### src/rtl/bsq_pkg.sv
package bsq_pkg;
  localparam int WORD_W = 16;
  localparam logic [WORD_W-1:0] END_MARK = 16'hFFFF;

  typedef enum logic [1:0] {K_COUNT, K_CTRL, K_OVL, K_DATA} word_kind_e;

  function automatic logic is_end_mark(input logic [WORD_W-1:0] w);
    return w == END_MARK;
  endfunction

  function automatic logic overlay_ok(input logic [WORD_W-1:0] w);
    return w[WORD_W-1];
  endfunction

  // Kind of the next expected word once a bus cycle for kind k has finished
  function automatic word_kind_e kind_after(input word_kind_e k, input logic [WORD_W-1:0] left);
    case (k)
      K_CTRL:  return K_OVL;
      K_OVL:   return (left == '0) ? K_COUNT : K_DATA;
      K_DATA:  return (left == WORD_W'(1)) ? K_COUNT : K_DATA;
      default: return K_CTRL;
    endcase
  endfunction

  function automatic logic [WORD_W-1:0] left_after(input word_kind_e k, input logic [WORD_W-1:0] left);
    return (k == K_DATA) ? left - WORD_W'(1) : left;
  endfunction
endpackage

### src/rtl/bsq_strobe.sv
module bsq_strobe #(
  parameter int STROBE_CLKS = 3
) (
  input  logic clk,
  input  logic rst_n,
  input  logic start,
  input  logic is_latch,
  input  logic ack,
  output logic busy,
  output logic cyc_done,
  output logic sel,
  output logic ale,
  output logic wr
);
  localparam int TW = (STROBE_CLKS > 1) ? $clog2(STROBE_CLKS) : 1;

  typedef enum logic [1:0] {S_IDLE, S_WAIT, S_HOLD} st_e;
  st_e st_q;
  logic [TW-1:0] tmr_q;
  logic latch_q;
  logic active;

  always_ff @(posedge clk) begin
    if (!rst_n) begin
      st_q    <= S_IDLE;
      tmr_q   <= '0;
      latch_q <= 1'b0;
    end else begin
      case (st_q)
        S_IDLE: if (start) begin
          st_q    <= S_WAIT;
          latch_q <= is_latch;
        end
        S_WAIT: if (ack) begin
          st_q  <= S_HOLD;
          tmr_q <= TW'(STROBE_CLKS - 1);
        end
        S_HOLD: begin
          if (tmr_q == '0) st_q <= S_IDLE;
          else tmr_q <= tmr_q - TW'(1);
        end
        default: st_q <= S_IDLE;
      endcase
    end
  end

  assign active   = (st_q == S_HOLD);
  assign sel      = active;
  assign ale      = active & latch_q;
  assign wr       = active & ~latch_q;
  assign busy     = (st_q != S_IDLE);
  assign cyc_done = active && (tmr_q == '0);

  // a strobe only rises after ready was seen on the edge before
  p_ack_first_r7: assert property (@(posedge clk) disable iff (!rst_n)
    $rose(sel) |-> $past(ack));
  // strobe drops right after the cycle completes
  p_gap_after_r6: assert property (@(posedge clk) disable iff (!rst_n)
    cyc_done |=> !sel);
endmodule

### src/rtl/bsq_parser.sv
module bsq_parser
  import bsq_pkg::*;
(
  input  logic              clk,
  input  logic              rst_n,
  input  logic              s_valid,
  input  logic [WORD_W-1:0] s_word,
  input  logic              s_last,
  output logic              s_ready,
  output logic              start,
  output logic              is_latch,
  input  logic              cyc_done,
  input  logic              busy,
  output logic [WORD_W-1:0] word_q,
  output logic              done,
  output logic              err
);
  typedef enum logic [1:0] {P_FETCH, P_BUS, P_DONE, P_ERR} pst_e;
  pst_e st_q;
  word_kind_e kind_q;
  logic [WORD_W-1:0] left_q;
  logic fire, bad, ending;

  assign s_ready  = (st_q == P_FETCH) && !busy;
  assign fire     = s_valid && s_ready;
  assign ending   = fire && (kind_q == K_COUNT) && is_end_mark(s_word);
  assign bad      = fire && ((s_last && !((kind_q == K_COUNT) && is_end_mark(s_word)))
                          || ((kind_q == K_OVL) && !overlay_ok(s_word)));
  assign start    = fire && !bad && (kind_q != K_COUNT);
  assign is_latch = (kind_q == K_CTRL) || (kind_q == K_OVL);
  assign done     = (st_q == P_DONE);
  assign err      = (st_q == P_ERR);

  always_ff @(posedge clk) begin
    if (!rst_n) begin
      st_q   <= P_FETCH;
      kind_q <= K_COUNT;
      left_q <= '0;
      word_q <= '0;
    end else begin
      case (st_q)
        P_FETCH: begin
          if (bad) st_q <= P_ERR;
          else if (ending) st_q <= P_DONE;
          else if (fire) begin
            if (kind_q == K_COUNT) begin
              left_q <= s_word;
              kind_q <= K_CTRL;
            end else begin
              word_q <= s_word;
              st_q   <= P_BUS;
            end
          end
        end
        P_BUS: if (cyc_done) begin
          kind_q <= kind_after(kind_q, left_q);
          left_q <= left_after(kind_q, left_q);
          st_q   <= P_FETCH;
        end
        default: st_q <= st_q;
      endcase
    end
  end

  // no word is taken while the strobe engine has a cycle pending
  p_no_accept_busy_r10: assert property (@(posedge clk) disable iff (!rst_n)
    fire |-> !busy);
  // final flags are exclusive and hold
  p_flags_excl_r9: assert property (@(posedge clk) disable iff (!rst_n)
    !(done && err));
  p_done_hold_r9: assert property (@(posedge clk) disable iff (!rst_n)
    done |=> done);
  p_err_hold_r9: assert property (@(posedge clk) disable iff (!rst_n)
    err |=> err && !s_ready);
endmodule

### src/rtl/boot_dl_seq.sv
module boot_dl_seq #(
  parameter int STROBE_CLKS = 3
) (
  input  logic        clk,
  input  logic        rst_n,
  input  logic        rec_valid,
  input  logic [15:0] rec_word,
  input  logic        rec_last,
  output logic        rec_ready,
  input  logic        port_ack,
  output logic [15:0] port_dq,
  output logic        port_sel,
  output logic        port_ale,
  output logic        port_wr,
  output logic        load_done,
  output logic        load_err
);
  logic start, is_latch, cyc_done, busy;

  bsq_parser u_parser (
    .clk(clk), .rst_n(rst_n),
    .s_valid(rec_valid), .s_word(rec_word), .s_last(rec_last), .s_ready(rec_ready),
    .start(start), .is_latch(is_latch), .cyc_done(cyc_done), .busy(busy),
    .word_q(port_dq), .done(load_done), .err(load_err)
  );

  bsq_strobe #(.STROBE_CLKS(STROBE_CLKS)) u_strobe (
    .clk(clk), .rst_n(rst_n),
    .start(start), .is_latch(is_latch), .ack(port_ack),
    .busy(busy), .cyc_done(cyc_done),
    .sel(port_sel), .ale(port_ale), .wr(port_wr)
  );

  // bus data held for the whole strobe
  p_dq_stable_r3: assert property (@(posedge clk) disable iff (!rst_n)
    (port_sel && $past(port_sel)) |-> $stable(port_dq));
  // exactly one kind of strobe while selected, none otherwise
  p_strobe_kind_r5: assert property (@(posedge clk) disable iff (!rst_n)
    port_sel ? (port_ale != port_wr) : !(port_ale || port_wr));
  // stream stalled during a strobe
  p_ready_low_r10: assert property (@(posedge clk) disable iff (!rst_n)
    port_sel |-> !rec_ready);
endmodule

### config.mk
export PLATFORM = sky130hd
export DESIGN_NAME = boot_dl_seq
export DESIGN_NICKNAME = d
export VERILOG_FILES = /design/src/rtl/bsq_pkg.sv /design/src/rtl/bsq_strobe.sv /design/src/rtl/bsq_parser.sv /design/src/rtl/boot_dl_seq.sv
export SDC_FILE = /design/constraint.sdc
export NUM_CORES = 1
export LEC_CHECK = 0
export ABC_CLOCK_PERIOD_IN_PS = 2600
export BUFFER_PORTS_ARGS = -buffer_cell sky130_fd_sc_hd__buf_2
export CORE_ASPECT_RATIO = 0.6
export CORE_MARGIN = 3
export CORE_UTILIZATION = 42
export CTS_CLUSTER_DIAMETER = 60
export CTS_CLUSTER_SIZE = 14
export DETAILED_ROUTE_END_ITERATION = 16
export GPL_TIMING_DRIVEN = 0
export PLACE_DENSITY = 0.67
export SLEW_MARGIN = 0
export SYNTH_ARGS = -nofsm -noshare
export SYNTH_HDL_FRONTEND = slang
export SYNTH_SLANG_ARGS = --single-unit
### constraint.sdc
create_clock -name clk -period 2.6 [get_ports clk]
set_clock_uncertainty 0.15 [all_clocks]
set_input_delay 0.52 -clock clk [delete_from_list [all_inputs] [get_ports clk]]
set_output_delay 0.52 -clock clk [all_outputs]
set_load 0.02 [all_outputs]
==> impl_metrics.csv, run 1 <==
group,metric,value,unit
setup_path,r2r-start,"u_parser.kind_q[0]",
setup_path,crit_path_end_kind,"flop",
synth,synth_cell_types,47,
grt,first_global_vias,2295,
clocking,clkLatencyLatePin,300,ps
setup_path,critPathLaunch,"u_parser.kind_q[0]",
placement,dpl.hpwl,5.50,mm
drt,routed_wl,7.48,mm
power_and_ir_drop,p_per_area,579,nW/um2
synth,ys_seq_elements,41,
timing,postLayoutSetupSlackWorst,14.2,ps
synth,synth_area,2440,um2
power_and_ir_drop,p_total,1.67,mW
layout,layout_commonest_cell,"nand2_1",
clocking,cts_root_buffer,"clkbuf_8",
setup_path,required,2670,ps
layout,num-nets-final,390,
flow_run,drv_cap,0,
power_and_ir_drop,ir_worst_vdd,0.000376,V
min_path,hold_end,"u_parser.word_q[9]",
timing,fin_crit,2590,ps
placement,dpl-instance-area,2740,um2
clocking,ctsHoldBuffers,0,
die,ios,43,
drt,drcViolationCount,0,
grt,grt_util_all_layers,22.1,%
clocking,path_clk_slew,80,ps
synth,synth_flop_cell,"dfxtp_1",
synth,synth-edff-count,0,
min_path,min_path_cells,2,
drt,num_vias,2579,
setup_path,reg2reg_to,"u_parser.word_q[10]",
timing,fmax,387,MHz
placement,dp_slack,-145,ps
run_status,status,"completed",
die,die_x,104,um
clocking,cts_buffers,5,
placement,port_buffers,41,
drt,via_per_inst,5.87,
clocking,cts_tree,"built",
setup_path,cp-start-kind,"flop",
grt,grt_overflow_total,0,
layout,drive_above_1_share,20.4,%
layout,fin_area,2890,um2
layout,diodes,0,
timing,max_slew.worst_pin.slew,848,ps
drt,drtAntennaViolNets,0,
timing,period_share,99.5,%
setup_path,cp_slowest_stage_delay,380,ps
layout,area.growth.synth_to_final,18.5,%
drt,drt_iter0_markers,309,
synth,yosys_warnings,0,
synth,syn_inst,308,
setup_path,crit_type,"flop to flop",
die,start_util,45.8,%
setup_path,r2r_cells,9,
drt,first_pass_iters,5,
layout,final_cell_mix,"nand2_1 (52), buf_2 (49), dfxtp_1 (41)",
clocking,htreeDepth,2,
setup_path,crit_arrival,2660,ps
clocking,cts.sinks,41,
grt,grt_first_pass_wirelength,12.0,mm
setup_path,rrSetupSlack,10,ps
timing,hold_violations,0,
timing,setup_violations,0,
die,num_rows,20,
synth,syn_area_per_cell,7.92,um2
min_path,hp-start,"u_parser.word_q[9]",
power_and_ir_drop,p_leak,1.19,nW
setup_path,path_cells,"inv_1 > ha_4 > nand4_1 > nor4_2 > nand4_1 > a2111oi_2 > buf_6 > buf_12 > mux2i_1",
die,die_h,65.0,um
timing,slew_headroom,43.0,%
grt,antenna_found_initial,0,
setup_path,path_common_cell,"nand4_1",
synth,synthesis.nets,337,
grt,grt_max_degree,13,
clocking,clockBufferDepth,2,
placement,gp_congestion,0.906,
drt,wl_per_cell,17.0,um
timing,final_max_slew_viol_count,0,
die,dieArea,6790,um2
setup_path,path_max_fanout,10,
synth,synth.yosys.seq_area_share,33.6,%
synth,synthArstFlopShare,0,%
min_path,hold_path.class,"flop to flop",
setup_path,crit_slowest_cell,"a2111oi_2",
die,core,5330,um2
-- routing by layer --
metal  GRT usage [%]  vias up  wire length, um
met4            4.48        0               95
met1            34.0     1213             3820
met3            6.07       19              620
li1                -     1225                -
met2            30.1      122             2950
met5               0        -                0
-- critical path, delay by kind of cell, from the launching register on --
kind	cells	cell delay, ps
AO/OA/AOI/OAI	1	380
adder cells (fa/ha/maj)	1	220
buffers and inverters	3	500
multiplexers	1	190
AND/OR/NAND/NOR	3	740
flip-flops	1	330
-- synthesized netlist by cell type (2+ instances only) --
library cell / number / area, um2
and3_1: 3 / 18.8
inv_1: 12 / 45.0
o311ai_0: 5 / 43.8
nand4_1: 10 / 62.6
clkbuf_1: 12 / 45.0
nor4b_1: 2 / 17.5
buf_2: 8 / 40.0
dfxtp_1: 41 / 821
nor2b_1: 4 / 25.0
ha_1: 8 / 100
nor2_1: 18 / 67.6
nand2_1: 52 / 195
o211a_1: 2 / 20.0
o21ai_0: 10 / 50.1
nand3_1: 12 / 60.1
nor3_1: 7 / 35.0
or4_1: 2 / 15.0
nand2b_1: 4 / 25.0
and2_1: 5 / 31.3
a21oi_1: 22 / 110
a31oi_1: 3 / 18.8
o31ai_1: 15 / 113
nor4_1: 8 / 50.1
mux2i_1: 18 / 180
o41ai_1: 2 / 17.5
a22o_1: 2 / 17.5
-- registers in the layout, summed over array words and instances, names as in the netlist --
signal and cells:
u_parser.left_q 16, u_strobe.latch_q 1, u_parser.st_q 2, u_strobe.st_q 2, u_parser.word_q 16, u_parser.kind_q 2
u_strobe.tmr_q 2
-- layout make-up --
class	count	area, um2
multi-input combinational	232	1480
clock inverter	2	10.0
tap	77	96.3
clock buffer	6	72.6
sequential	41	821
fill	525	2440
inverter	12	45.0
buffer	23	125
timing repair buffer	46	243
-- worst max path at each step --
stage | cells past startpoint | endpoint
after floorplan | 9 | u_parser.word_q[10]
after global placement | 9 | u_strobe.latch_q
after detailed placement | 9 | u_parser.word_q[10]
after CTS | 9 | u_parser.word_q[10]
after global routing | 9 | u_parser.word_q[7]
final | 9 | u_parser.word_q[10]
-- kinds of logic after synthesis --
logic type,count (synthesis),synth area share (%)
buffers and inverters,35,6.97
multiplexers,18,7.38
adder cells (fa/ha/maj),8,4.10
AND/OR/NAND/NOR,133,27.2
AO/OA/AOI/OAI,73,20.7
flip-flops,41,33.6
-- per-stage QoR --
stage | setup TNS [ps] | cells | utilization [%] | hold slack [ps]
after floorplan | 0 | 308 | - | 293
after global placement | -360 | 426 | 51.4 | 290
after detailed placement | -1160 | 426 | 51.4 | 296
after CTS | 0 | 438 | 53.6 | 309
after global routing | -1150 | 439 | 54.2 | 325
final | 0 | 439 | 54.2 | 305
-- repair_timing --
item,in CTS,in global routing
endpoints found under the hold margin,0,0
pin swaps,1,3
cloned,0,0
setup endpoints to repair,11,28
gates resized for setup,1,4
buffers inserted,4,1
-- power by group --
part | total [mW] | leakage [nW] | switching [mW] | internal, mW
Clock | 0.418 | 0.0450 | 0.232 | 0.187
Sequential | 0.705 | 0.333 | 0.0388 | 0.666
Combinational | 0.550 | 0.815 | 0.363 | 0.187
Total | 1.67 | 1.19 | 0.634 | 1.04
Note: power is estimated with default switching activity, not from simulation.
==> run 2: changes to the inputs <==
Settings changed: ABC_CLOCK_PERIOD_IN_PS 2600 to 3100, SLEW_MARGIN 0 to 10, TNS_END_PERCENT set to 10.
Clock period 2.6 ns to 3.1 ns, I/O delays scaled along.
==> run 2 against run 1 <==
Sequential cell count is the same. Critical path depth is the same. Hold slack gained 1.3 ps. Clock power shrank 16%. Final area shrank 2.3%. Routed wire length shrank 2.6%. Count of clock-buffer cells in the layout is the same. Fmax shrank 8.9%. Total power shrank 17%. Via count shrank 2.8%. Combinational power shrank 18%. Sequential power shrank 16%. Critical path type unchanged. Largest cell class unchanged. Largest power group unchanged.
==> impl_metrics.csv, run 2 (synthesis results as in run 1) <==
group,metric,value,unit
setup_path,path_buf_inv,3,
clocking,clkLatencyLatePin,300,ps
drt,drtAntennaViolNets,0,
setup_path,critical_path_depth,9,
setup_path,required,3170,ps
setup_path,cp-start-kind,"flop",
setup_path,path_cells,"inv_1 > ha_1 > nand4_1 > nor4_1 > nand4_1 > a2111oi_2 > buf_6 > buf_12 > mux2i_1",
run_status,status,"completed",
min_path,hold_path.class,"flop to flop",
timing,hold_ws,306,ps
placement,dpl.hpwl,5.50,mm
layout,nFillCells,531,
setup_path,cp_slowest_stage_delay,450,ps
setup_path,r2r_cells,9,
timing,period_share,91.6,%
grt,grt_max_degree,13,
placement,gp_congestion,0.906,
grt,grt_overflow_total,0,
clocking,htreeDepth,2,
layout,layout_commonest_cell,"nand2_1",
clocking,cts-resized-gates,0,
timing,slew_headroom,42.8,%
layout,fin_cells,434,
layout,final_cell_mix,"nand2_1 (52), buf_2 (49), dfxtp_1 (41)",
flow_run,drv_cap,0,
setup_path,crit_slowest_cell,"a2111oi_2",
drt,drcViolationCount,0,
min_path,min_path_cells,2,
clocking,path_clk_slew,80,ps
clocking,post_cts_buffers,0,
layout,num-nets-final,385,
die,die_h,65.0,um
setup_path,path_common_cell,"nand4_1",
power_and_ir_drop,p_per_area,493,nW/um2
timing,setup_tns,0,ps
setup_path,crit_path_end_kind,"flop",
grt,antenna_found_initial,0,
setup_path,crit_type,"flop to flop",
timing,fmax,352,MHz
grt,first_global_vias,2278,
layout,area.growth.synth_to_final,15.7,%
die,ios,43,
drt,routed_wl,7.29,mm
power_and_ir_drop,ir_worst_vdd,0.000315,V
die,core,5330,um2
drt,first_pass_iters,5,
layout,fin_util,53.0,%
placement,port_buffers,41,
timing,fin_crit,2840,ps
setup_path,crit_arrival,2910,ps
layout,drive_above_1_share,18.2,%
setup_path,path_max_fanout,10,
clocking,clockBufferDepth,2,
drt,drt_iter0_markers,339,
layout,diodes,0,
die,num_rows,20,
grt,grt_util_all_layers,21.7,%
drt,via_per_inst,5.78,
drt,wl_per_cell,16.8,um
layout,reg_top3,"u_parser.left_q: 16 flops, u_parser.word_q: 16 flops",
clocking,cts.sinks,41,
timing,setup_violations,0,
timing,hold_violations,0,
timing,max_slew.worst_pin.slew,851,ps
die,start_util,45.8,%
clocking,cts_root_buffer,"clkbuf_8",
grt,grt_first_pass_wirelength,11.9,mm
drt,num_vias,2508,
placement,dp.cells,426,
timing,rsz0062_at_grt,"false",
power_and_ir_drop,p_leak,1.17,nW
die,die_x,104,um
die,dieArea,6790,um2
clocking,cts_buffers,5,
clocking,ctsHoldBuffers,0,
clocking,cts_tree,"built",
timing,final_max_slew_viol_count,0,
setup_path,critPathTopFamily,"simple AND/OR/NAND/NOR gates",
==> run 2: cell count changes in the layout (fill, tap and decap cells not counted), sizes merged <==
cell,change
buf,-5
==> run 2: metal layers <==
layer	track usage, %	part of all wire, %	vias to the layer above
li1	-	-	1212
met1	33.3	51	1186
met2	29.8	40	104
met3	5.67	8.3	6
met4	4.48	0.38	0
met5	0	0	-
==> run 2: metrics by stage <==
step	power, mW	cell area, um2	worst slack (ps)
3_5_place_dp	1.04	2740	355
2_1_floorplan	0.907	2440	819
5_1_grt	1.47	2820	150
6_report	1.39	2820	261
3_3_place_gp	1.03	2740	451
4_1_cts	1.39	2820	327
==> run 2: worst paths after layout <==
check	start	slack, ps	endpoint
hold / removal	u_parser.word_q[9]	310	u_parser.word_q[9]
setup reg to reg	u_parser.kind_q[0]	260	u_parser.word_q[10]
hold reg to reg	u_parser.word_q[9]	310	u_parser.word_q[9]
setup / recovery	u_parser.kind_q[0]	260	u_parser.word_q[10]
==> run 2: cell type report <==
class                   count  area (um2)  area share (%)
plain buffers              23         125            4.43
clock buffers               6        72.6            2.57
clock inverters             2        10.0           0.354
inverters                  12        45.0            1.60
multi-input cells         232        1450            51.3
flip-flops and latches     41         821            29.1
well taps                  77        96.3            3.41
repair buffers             41         205            7.27
==> run 2: worst register-to-register path, cell delays in order, from the launching register on <==
cell and delay, ps:
dfxtp_1 330, inv_1 120, ha_1 330, nand4_1 220
nor4_1 310, nand4_1 260, a2111oi_2 450, buf_6 230
buf_12 170, mux2i_1 200
==> run 2: where the power goes <==
part | total (mW) | internal [mW] | switching, mW
Clock | 0.351 | 0.156 | 0.194
Sequential | 0.591 | 0.559 | 0.0323
Combinational | 0.451 | 0.152 | 0.299
Total | 1.39 | 0.867 | 0.525
==> run 3: changes to the inputs <==
Settings changed: CORE_MARGIN 3 to unset, REMOVE_ABC_BUFFERS set to 1.
==> run 3 against run 2 <==
Sequential share of layout area grew 0.090 points. Final area shrank 0.31%. Clock power grew 52%. Hold slack gained 1.2 ps. Sequential power grew 1%. Setup slack lost 36 ps. Cell count shrank 3.9%. Fmax shrank 1.2%. Sequential cell count is the same. Register-to-register slack lost 40 ps. First-iteration DRC count shrank 18%. Largest cell class unchanged. Highest routed layer unchanged.
==> impl_metrics.csv, run 3 (synthesis results as in run 1) <==
group,metric,value,unit
layout,nFillCells,545,
grt,grt_util_all_layers,21.1,%
die,die_h,61.0,um
die,num_rows,21,
die,start_util,43.6,%
timing,hold_violations,0,
setup_path,path_cells,"inv_1 > ha_1 > nand4_1 > nor4_1 > nand4_1 > a2111oi_4 > buf_6 > buf_6 > mux2i_1",
drt,routed_wl,6.57,mm
drt,num_vias,2374,
clocking,cts_buffers,5,
timing,final_max_slew_viol_count,0,
die,core,5600,um2
layout,drive_above_1_share,18.1,%
placement,gp_congestion,0.802,
layout,fin_util,50.3,%
setup_path,cp_slowest_stage_delay,550,ps
layout,regArea,821,um2
timing,postLayoutSetupSlackWorst,225,ps
placement,port_buffers,42,
drt,drtAntennaViolNets,0,
clocking,cts_tree,"built",
layout,num-nets-final,365,
clocking,path_clk_slew,90,ps
grt,grt_overflow_total,0,
grt,antenna_found_initial,0,
grt,grt_first_pass_wirelength,9.78,mm
drt,via_per_inst,5.69,
drt,wl_per_cell,15.8,um
power_and_ir_drop,p_leak,1.15,nW
timing,hold_ws,308,ps
setup_path,cp-start-kind,"flop",
layout,multi_input_area,1480,um2
grt,grt_max_degree,45,
drt,first_pass_iters,5,
power_and_ir_drop,ir_worst_vdd,0.000214,V
power_and_ir_drop,p_per_area,551,nW/um2
layout,layout_commonest_cell,"nand2_1",
setup_path,crit_arrival,2960,ps
drt,drcViolationCount,0,
flow_run,drv_cap,0,
layout,final_cell_mix,"nand2_1 (52), buf_2 (42), dfxtp_1 (41)",
timing,rsz0062_at_grt,"false",
grt,first_global_vias,1874,
run_status,status,"completed",
min_path,hold_path.class,"flop to flop",
clocking,cts_root_buffer,"clkbuf_8",
placement,dpl.hpwl,4.58,mm
timing,setup_violations,0,
timing,max_slew.worst_pin.slew,921,ps
die,die_x,100,um
setup_path,crit_slowest_cell,"a2111oi_4",
timing,fin_crit,2870,ps
clocking,cts.sinks,41,
power_and_ir_drop,p_total,1.55,mW
layout,reg_top3,"u_parser.left_q: 16 flops, u_parser.word_q: 16 flops",
setup_path,path_max_fanout,9,
clocking,clkLatencyLatePin,310,ps
layout,area.growth.synth_to_final,15.4,%
clocking,htreeDepth,2,
die,ios,43,
timing,fmax,348,MHz
setup_path,crit_type,"flop to flop",
timing,period_share,92.7,%
timing,slew_headroom,37.4,%
die,dieArea,6130,um2
setup_path,required,3180,ps
layout,diodes,0,
placement,dp_slack,169,ps
drt,drt_iter0_markers,277,
clocking,clockBufferDepth,2,
setup_path,crit_path_end_kind,"flop",
run 3: critical path: cells and delay by family, from the launching register on:
family,cells,cell delay (ps)
compound gates,1,550
fa+ha+maj,1,380
buf+inv,3,520
flops,1,340
mux,1,190
simple gates,3,670
run 3: cell type report:
type | instances | share of cell area (%)
clock inverter | 3 | 2.44
inverter | 12 | 1.60
tap | 80 | 3.56
multi-input combinational | 232 | 52.5
timing repair buffer | 44 | 8.27
clock buffer | 5 | 2.44
sequential | 41 | 29.2
run 3: per-layer routing:
layer	vias to the layer above	routed length [um]	track usage, %
met2	103	2550	27.0
met3	7	636	6.92
met4	0	38	3.73
met5	-	0	0
li1	1174	-	-
met1	1090	3340	33.4
run 3: metrics by stage:
stage	TNS (ps)	instances	instance area [um2]
2_1_floorplan	-5950	285	2310
3_3_place_gp	-21610	407	2630
3_5_place_dp	0	409	2660
4_1_cts	0	417	2800
5_1_grt	0	417	2820
6_report	0	417	2820
run 3: repair_timing:
action,4_1_cts,5_1_grt
gates resized for setup,0,1
hold buffers,0,0
endpoints found under the setup margin,0,10
buffers inserted,0,0
run 3: path summary, 6_finish.rpt:
path,start,depth (start not counted),slack (ps),to
worst min-delay path,u_parser.word_q[14],2,310,u_parser.word_q[14]
worst max register to register,u_parser.kind_q[0],9,230,u_parser.word_q[13]
worst min register to register,u_parser.word_q[14],2,310,u_parser.word_q[14]
worst max-delay path,u_parser.kind_q[0],9,230,u_parser.word_q[13]
run 3: power by group:
group          total, mW  internal (mW)  switching [mW]  leakage, nW
registers          0.599          0.559          0.0401        0.333
logic              0.419          0.141           0.277        0.744
clock network      0.534          0.324           0.209       0.0687
total               1.55           1.02           0.527         1.15
